### src/rtl/flash_status_pkg.sv
package flash_status_pkg;

  localparam int DATA_W = 16;

  typedef enum logic [1:0] {
    MODE_PROG   = 2'd0,
    MODE_ERASE  = 2'd1,
    MODE_SUSP   = 2'd2
  } st_mode_e;

  localparam int TOG_SIX = 0;
  localparam int TOG_TWO = 1;
  localparam int NTOG    = 2;

  function automatic st_mode_e pick_mode(input logic erase, input logic susp);
    if (erase && susp) return MODE_SUSP;
    if (erase)         return MODE_ERASE;
    return MODE_PROG;
  endfunction

  // Builds a status word; undefined bit positions stay 0.
  function automatic logic [DATA_W-1:0] status_word(
      input st_mode_e mode,
      input logic     pmsb,
      input logic     tmo,
      input logic     t6,
      input logic     t2);
    logic [DATA_W-1:0] w;
    w    = '0;
    w[6] = t6;
    w[5] = tmo;
    unique case (mode)
      MODE_SUSP: begin
        w[7] = 1'b1;
        w[2] = t2;
      end
      MODE_ERASE: begin
        w[7] = 1'b0;
        w[3] = 1'b1;
        w[2] = t2;
      end
      default: begin
        w[7] = ~pmsb;
      end
    endcase
    return w;
  endfunction

endpackage

### src/rtl/fsr_tbit.sv
module fsr_tbit (
  input  logic clk,
  input  logic rst_n,
  input  logic clr,
  input  logic adv,
  output logic q
);
  always_ff @(posedge clk) begin
    if (!rst_n)   q <= 1'b0;
    else if (clr) q <= 1'b0;
    else if (adv) q <= ~q;
  end
endmodule

### src/rtl/fsr_tmo.sv
module fsr_tmo (
  input  logic clk,
  input  logic rst_n,
  input  logic set,
  input  logic clr,
  output logic q
);
  always_ff @(posedge clk) begin
    if (!rst_n)   q <= 1'b0;
    else if (clr) q <= 1'b0;
    else if (set) q <= 1'b1;
  end
endmodule

### src/rtl/fsr_route.sv
module fsr_route #(
  parameter int BANK_W = 2,
  parameter int SEC_W  = 3
) (
  input  logic              op_busy,
  input  logic              op_erase,
  input  logic              ers_susp,
  input  logic [BANK_W-1:0] rd_bank,
  input  logic [SEC_W-1:0]  rd_sector,
  input  logic [BANK_W-1:0] op_bank,
  input  logic [SEC_W-1:0]  ers_sector,
  output logic              susp_eff,
  output logic              sec_hit,
  output logic              st_sel
);
  logic bank_hit;
  always_comb begin
    susp_eff = op_erase & ers_susp;
    bank_hit = op_busy & (rd_bank == op_bank);
    sec_hit  = (rd_sector == ers_sector);
    st_sel   = bank_hit & ~(susp_eff & ~sec_hit);
  end
endmodule

### src/rtl/flash_status_rpt.sv
module flash_status_rpt
  import flash_status_pkg::*;
#(
  parameter int BANK_W = 2,
  parameter int SEC_W  = 3
) (
  input  logic                    clk,
  input  logic                    rst_n,
  input  logic                    rd_stb,
  input  logic [BANK_W-1:0]       rd_bank,
  input  logic [SEC_W-1:0]        rd_sector,
  input  logic                    op_busy,
  input  logic                    op_start,
  input  logic                    op_erase,
  input  logic [BANK_W-1:0]       op_bank,
  input  logic [SEC_W-1:0]        ers_sector,
  input  logic                    ers_susp,
  input  logic                    prog_msb,
  input  logic                    tlim_hit,
  input  logic                    tlim_clr,
  input  logic [DATA_W-1:0]       arr_rdata,
  output logic [BANK_W+SEC_W-1:0] arr_addr,
  output logic                    arr_rd,
  output logic [DATA_W-1:0]       rd_data,
  output logic                    rd_valid,
  output logic                    rdy_oe
);
  localparam int ADDR_W = BANK_W + SEC_W;

  logic              susp_eff, sec_hit, st_sel, st_hit;
  logic              tmo_q, rd_is_stat;
  logic [NTOG-1:0]   tog_q, tog_adv;
  logic [DATA_W-1:0] st_word;
  st_mode_e          mode;

  fsr_route #(.BANK_W(BANK_W), .SEC_W(SEC_W)) u_route (
    .op_busy(op_busy), .op_erase(op_erase), .ers_susp(ers_susp),
    .rd_bank(rd_bank), .rd_sector(rd_sector), .op_bank(op_bank),
    .ers_sector(ers_sector), .susp_eff(susp_eff), .sec_hit(sec_hit),
    .st_sel(st_sel)
  );

  assign st_hit = rd_stb & st_sel;
  assign mode   = pick_mode(op_erase, susp_eff);

  // Advance enables: bit 6 on any unsuspended status read,
  // bit 2 on an erase-mode status read of the erase sector.
  assign tog_adv[TOG_SIX] = st_hit & ~susp_eff;
  assign tog_adv[TOG_TWO] = st_hit & op_erase & sec_hit;

  for (genvar g = 0; g < NTOG; g++) begin : g_tog
    fsr_tbit u_tbit (
      .clk(clk), .rst_n(rst_n), .clr(op_start),
      .adv(tog_adv[g]), .q(tog_q[g])
    );
  end

  fsr_tmo u_tmo (
    .clk(clk), .rst_n(rst_n), .set(tlim_hit), .clr(tlim_clr), .q(tmo_q)
  );

  assign st_word  = status_word(mode, prog_msb, tmo_q,
                                tog_q[TOG_SIX], tog_q[TOG_TWO]);
  assign arr_addr = ADDR_W'({rd_bank, rd_sector});
  assign arr_rd   = rd_stb & ~st_sel;
  assign rdy_oe   = op_busy;

  always_ff @(posedge clk) begin
    if (!rst_n) begin
      rd_data    <= '0;
      rd_valid   <= 1'b0;
      rd_is_stat <= 1'b0;
    end else begin
      rd_valid   <= rd_stb;
      rd_is_stat <= st_hit;
      if (rd_stb) rd_data <= st_sel ? st_word : arr_rdata;
    end
  end
endmodule

### config.mk
export PLATFORM = sky130hd
export DESIGN_NAME = flash_status_rpt
export DESIGN_NICKNAME = d
export VERILOG_FILES = /design/src/rtl/flash_status_pkg.sv /design/src/rtl/fsr_tbit.sv /design/src/rtl/fsr_tmo.sv /design/src/rtl/fsr_route.sv /design/src/rtl/flash_status_rpt.sv
export SDC_FILE = /design/constraint.sdc
export NUM_CORES = 1
export LEC_CHECK = 0
export BUFFER_PORTS_ARGS = -buffer_cell sky130_fd_sc_hd__buf_2
export CORE_ASPECT_RATIO = 0.75
export CORE_MARGIN = 2
export CORE_UTILIZATION = 45
export DETAILED_ROUTE_END_ITERATION = 7
export PLACE_DENSITY_LB_ADDON = 0.12
export SLEW_MARGIN = 20
export SYNTH_ARGS = -nofsm -noshare
export SYNTH_HDL_FRONTEND = slang
export SYNTH_HIERARCHICAL = 1
export SYNTH_SLANG_ARGS = --single-unit
export TNS_END_PERCENT = 100
### constraint.sdc
create_clock -name clk -period 2.4 [get_ports clk]
set_input_delay 0 -clock clk [delete_from_list [all_inputs] [get_ports clk]]
set_output_delay 0 -clock clk [all_outputs]
set_load 0.05 [all_outputs]
==> results.json <==
{
  "syn2layout_area_growth_pct": 46.26,
  "rsz0062_at_grt": "no",
  "numPortBuffers": 59,
  "cts.path.max_buffers": 2,
  "detailedRoute.firstIterationViolations": 9,
  "die-area_sq_mm": 0.002588,
  "ys_types": 28,
  "synth.area.top_cells": "dfxtp_1, nor2b_1, a21oi_1",
  "first_global_vias": 872,
  "crit_path_cell_trace": "buf_2, xor2_1, nor3_2, o2111a_1, nor2b_4, buf_2",
  "place_inst": 178,
  "cts.clk_slew.worst_paths_ns": 0.12,
  "power.leakage_nw": 0.7016,
  "final_cells": 199,
  "outcome": "finished, final reports clean",
  "yosysTopAreaCell": "dfxtp_1",
  "fin_skew_ns": 0.0007605,
  "power.density_mw_per_mm2": 595.9,
  "fillers": 163,
  "grt_first_pass_wirelength_um": 3539,
  "grt-ovfl-total": 0,
  "max_freq_mhz": 714.2,
  "path_max_fanout": 12,
  "wl_met2_um": 1088,
  "place_congestion": 0.7287,
  "die_h_um": 44.56,
  "core_area_sq_mm": 0.002032,
  "drtAntennaViolNets": 0,
  "viasPerCell": 4.648,
  "arrival_ns": 1.40,
  "slowest_stage": "o2111a_1",
  "dr_total_vias": 925,
  "synth.top_cell.area_share_pct": 40.56,
  "syn_nets": 143,
  "cap_viol_max_count": 0,
  "ios": 60,
  "post-cts-setup-buffer-count": 0,
  "final.period_utilization_pct": 58.34,
  "die_x_um": 58.09,
  "cts-root-buf": "clkbuf_4",
  "hold_class": "in2reg",
  "hpwl_um": 1472,
  "groute.usage.overall_pct": 17.83,
  "p_seq_share_pct": 41.7,
  "setup_viol": 0,
  "layout.nets": 212,
  "cts_tree": "built",
  "drive_above_1_share_pct": 39.43,
  "antenna_found_initial": 0,
  "path_class": "in2out",
  "synth_area_sq_um": 987.2,
  "maxSlewHeadroom_pct": 71.40,
  "cts_sinks": 20,
  "finalHoldViolCount": 0,
  "start_util_pct": 48.58,
  "rows": 14,
  "p_sw_mw": 0.2540,
  "postLayoutCoreUtil_pct": 71.06,
  "synth.avg_cell_area_sq_um": 9.226,
  "path_buf_inv": 2,
  "finalWirelength_um": 2126,
  "met3_length_um": 155,
  "worstPathRequired_ns": 2.40,
  "min_period_ns": 1.400,
  "ys_seq_elements": 20,
  "clock_latency_ns": 0.29,
  "ctsHtreeMaxLevel": 1,
  "p_clk_share_pct": 31.3,
  "syn_inst": 107,
  "n_antenna_cell": 0,
  "combPwrFrac_pct": 27.0,
  "p_int_mw": 0.6064,
  "drv_slew": 0,
  "fin_setup_tns_ns": 0,
  "yosysSeqAreaShare_pct": 40.56,
  "worst-slew-pin-transition_ns": 0.4290,
  "crit_path_end_kind": "output pin",
  "grt_max_degree": 26,
  "path_delay_family": "buffers and inverters",
  "wl_met1_um": 871,
  "wl_per_cell_um": 10.68,
  "cts_made_buffers": 3,
  "yosysWarnings": 6,
  "critPathLaunchType": "primary input",
  "crit_top_cell": "buf_2",
  "highest_layer": "met4",
  "max_stage_delay_ns": 0.39,
  "drc_errors": 0,
  "drt_first_pass_iters": 4,
  "p_sw_share_pct": 29.52,
  "ir_drop_mv": 0.4977
}
==> cells in the mapped netlist <==
cell type / instances
dfxtp_1: 20
a21oi_1: 13
nor2b_1: 13
buf_4: 8
and2b_1: 7
nand2_1: 4
nor2_1: 4
xnor2_1: 4
a31oi_1: 3
nor3b_2: 3
o21ai_1: 3
xor2_1: 3
and2_1: 2
buf_6: 2
inv_1: 2
mux2i_1: 2
nand2b_1: 2
nand3_1: 2
and3b_1: 1
buf_2: 1
clkbuf_1: 1
nand3b_1: 1
nor2b_4: 1
nor3_2: 1
o2111a_1: 1
o21ai_0: 1
o21ai_2: 1
o22ai_1: 1
==> cell families (layout without fill, tap and decap cells) <==
family / count (synthesis) / count (layout) / share of synthesized area, %
muxes: 2 / 2 / 2.028
xor gates and xnor gates: 7 / 7 / 6.211
and+or+nand+nor: 41 / 41 / 28.01
DFF: 20 / 20 / 40.56
buffers and inverters: 14 / 82 / 10.01
AOI/OAI and AO/OA: 23 / 23 / 13.18
==> metal layers <==
layer	global-route usage, %	vias to the layer above
met3	5.848	2
met2	33.41	33
met1	19.18	404
li1	-	486
met5	0	-
met4	5.581	0
==> flip-flops by register name, indices dropped and copies added (netlist names) <==
name            count
rd_data            16
g_tog.u_tbit/q      2
rd_valid            1
u_tmo/q             1
==> final cells by class <==
cell class | count | area (sq um) | share of cell area (%)
clock buffers | 3 | 22.52 | 1.560
clock inverters | 1 | 30.03 | 2.080
inverters | 2 | 7.507 | 0.5199
multi-input cells | 73 | 488.0 | 33.80
flip-flops and latches | 20 | 400.4 | 27.73
well taps | 24 | 30.03 | 2.080
repair buffers | 76 | 465.4 | 32.24
==> tightest hold or removal path: cells and delay by family <==
family / cells / cell delay, ns
AO/OA/AOI/OAI: 1 / 0.07
AND/OR/NAND/NOR: 1 / 0.08
buffers and inverters: 1 / 0.13
==> stage by stage <==
stage	power [mW]	setup slack, ns	hold WS [ns]	area, sq um
final	0.8604	0.9999	0.01364	1444
after global routing	0.9027	0.8651	0.01061	1444
after CTS	0.8700	1.004	0.004645	1444
after detailed placement	0.5781	0.8350	0.1736	1221
after global placement	0.5756	0.9175	0.1687	1221
after floorplan	0.5276	1.178	0.06951	987.2
==> final timing paths <==
check,from,slack [ns],cells after the start,to
setup reg to reg,u_tmo/q,1.26,3,u_tmo/q
hold reg to reg,rd_data[3],0.51,2,rd_data[3]
hold / removal,op_erase,0.01,3,rd_data[3]
setup / recovery,ers_sector[1],1.0,6,arr_rd
==> power by group through the flow <==
stage / Combinational [mW] / Clock, mW / Sequential, mW
floorplan: 0.0988 / 0 / 0.429
global placement: 0.210 / 0 / 0.366
detailed placement: 0.212 / 0 / 0.366
CTS: 0.233 / 0.278 / 0.359
global route: 0.250 / 0.292 / 0.361
finish: 0.232 / 0.269 / 0.359
==> placed cells by master (no fill, tap or decap), drive strengths merged, types with 3 or more instances in the layout <==
cell         Yosys  final
xor2             3      3
xnor2            4      4
a31oi            3      3
and2b            7      7
nor2b           14     14
clkbuf           1      3
a21oi           13     13
nor3b            3      3
nand2            4      4
dfxtp           20     20
nor2             4      4
dlygate4sd3      0     17
buf             11     59
o21ai            5      5
==> what timing repair did <==
| action | in CTS | in global routing |
|---|---|---|
| hold buffers | 17 | 0 |
| hold endpoints to repair | 17 | 0 |
| gates resized for setup | 0 | 0 |
No activity file was read; power rests on OpenSTA's default activity.
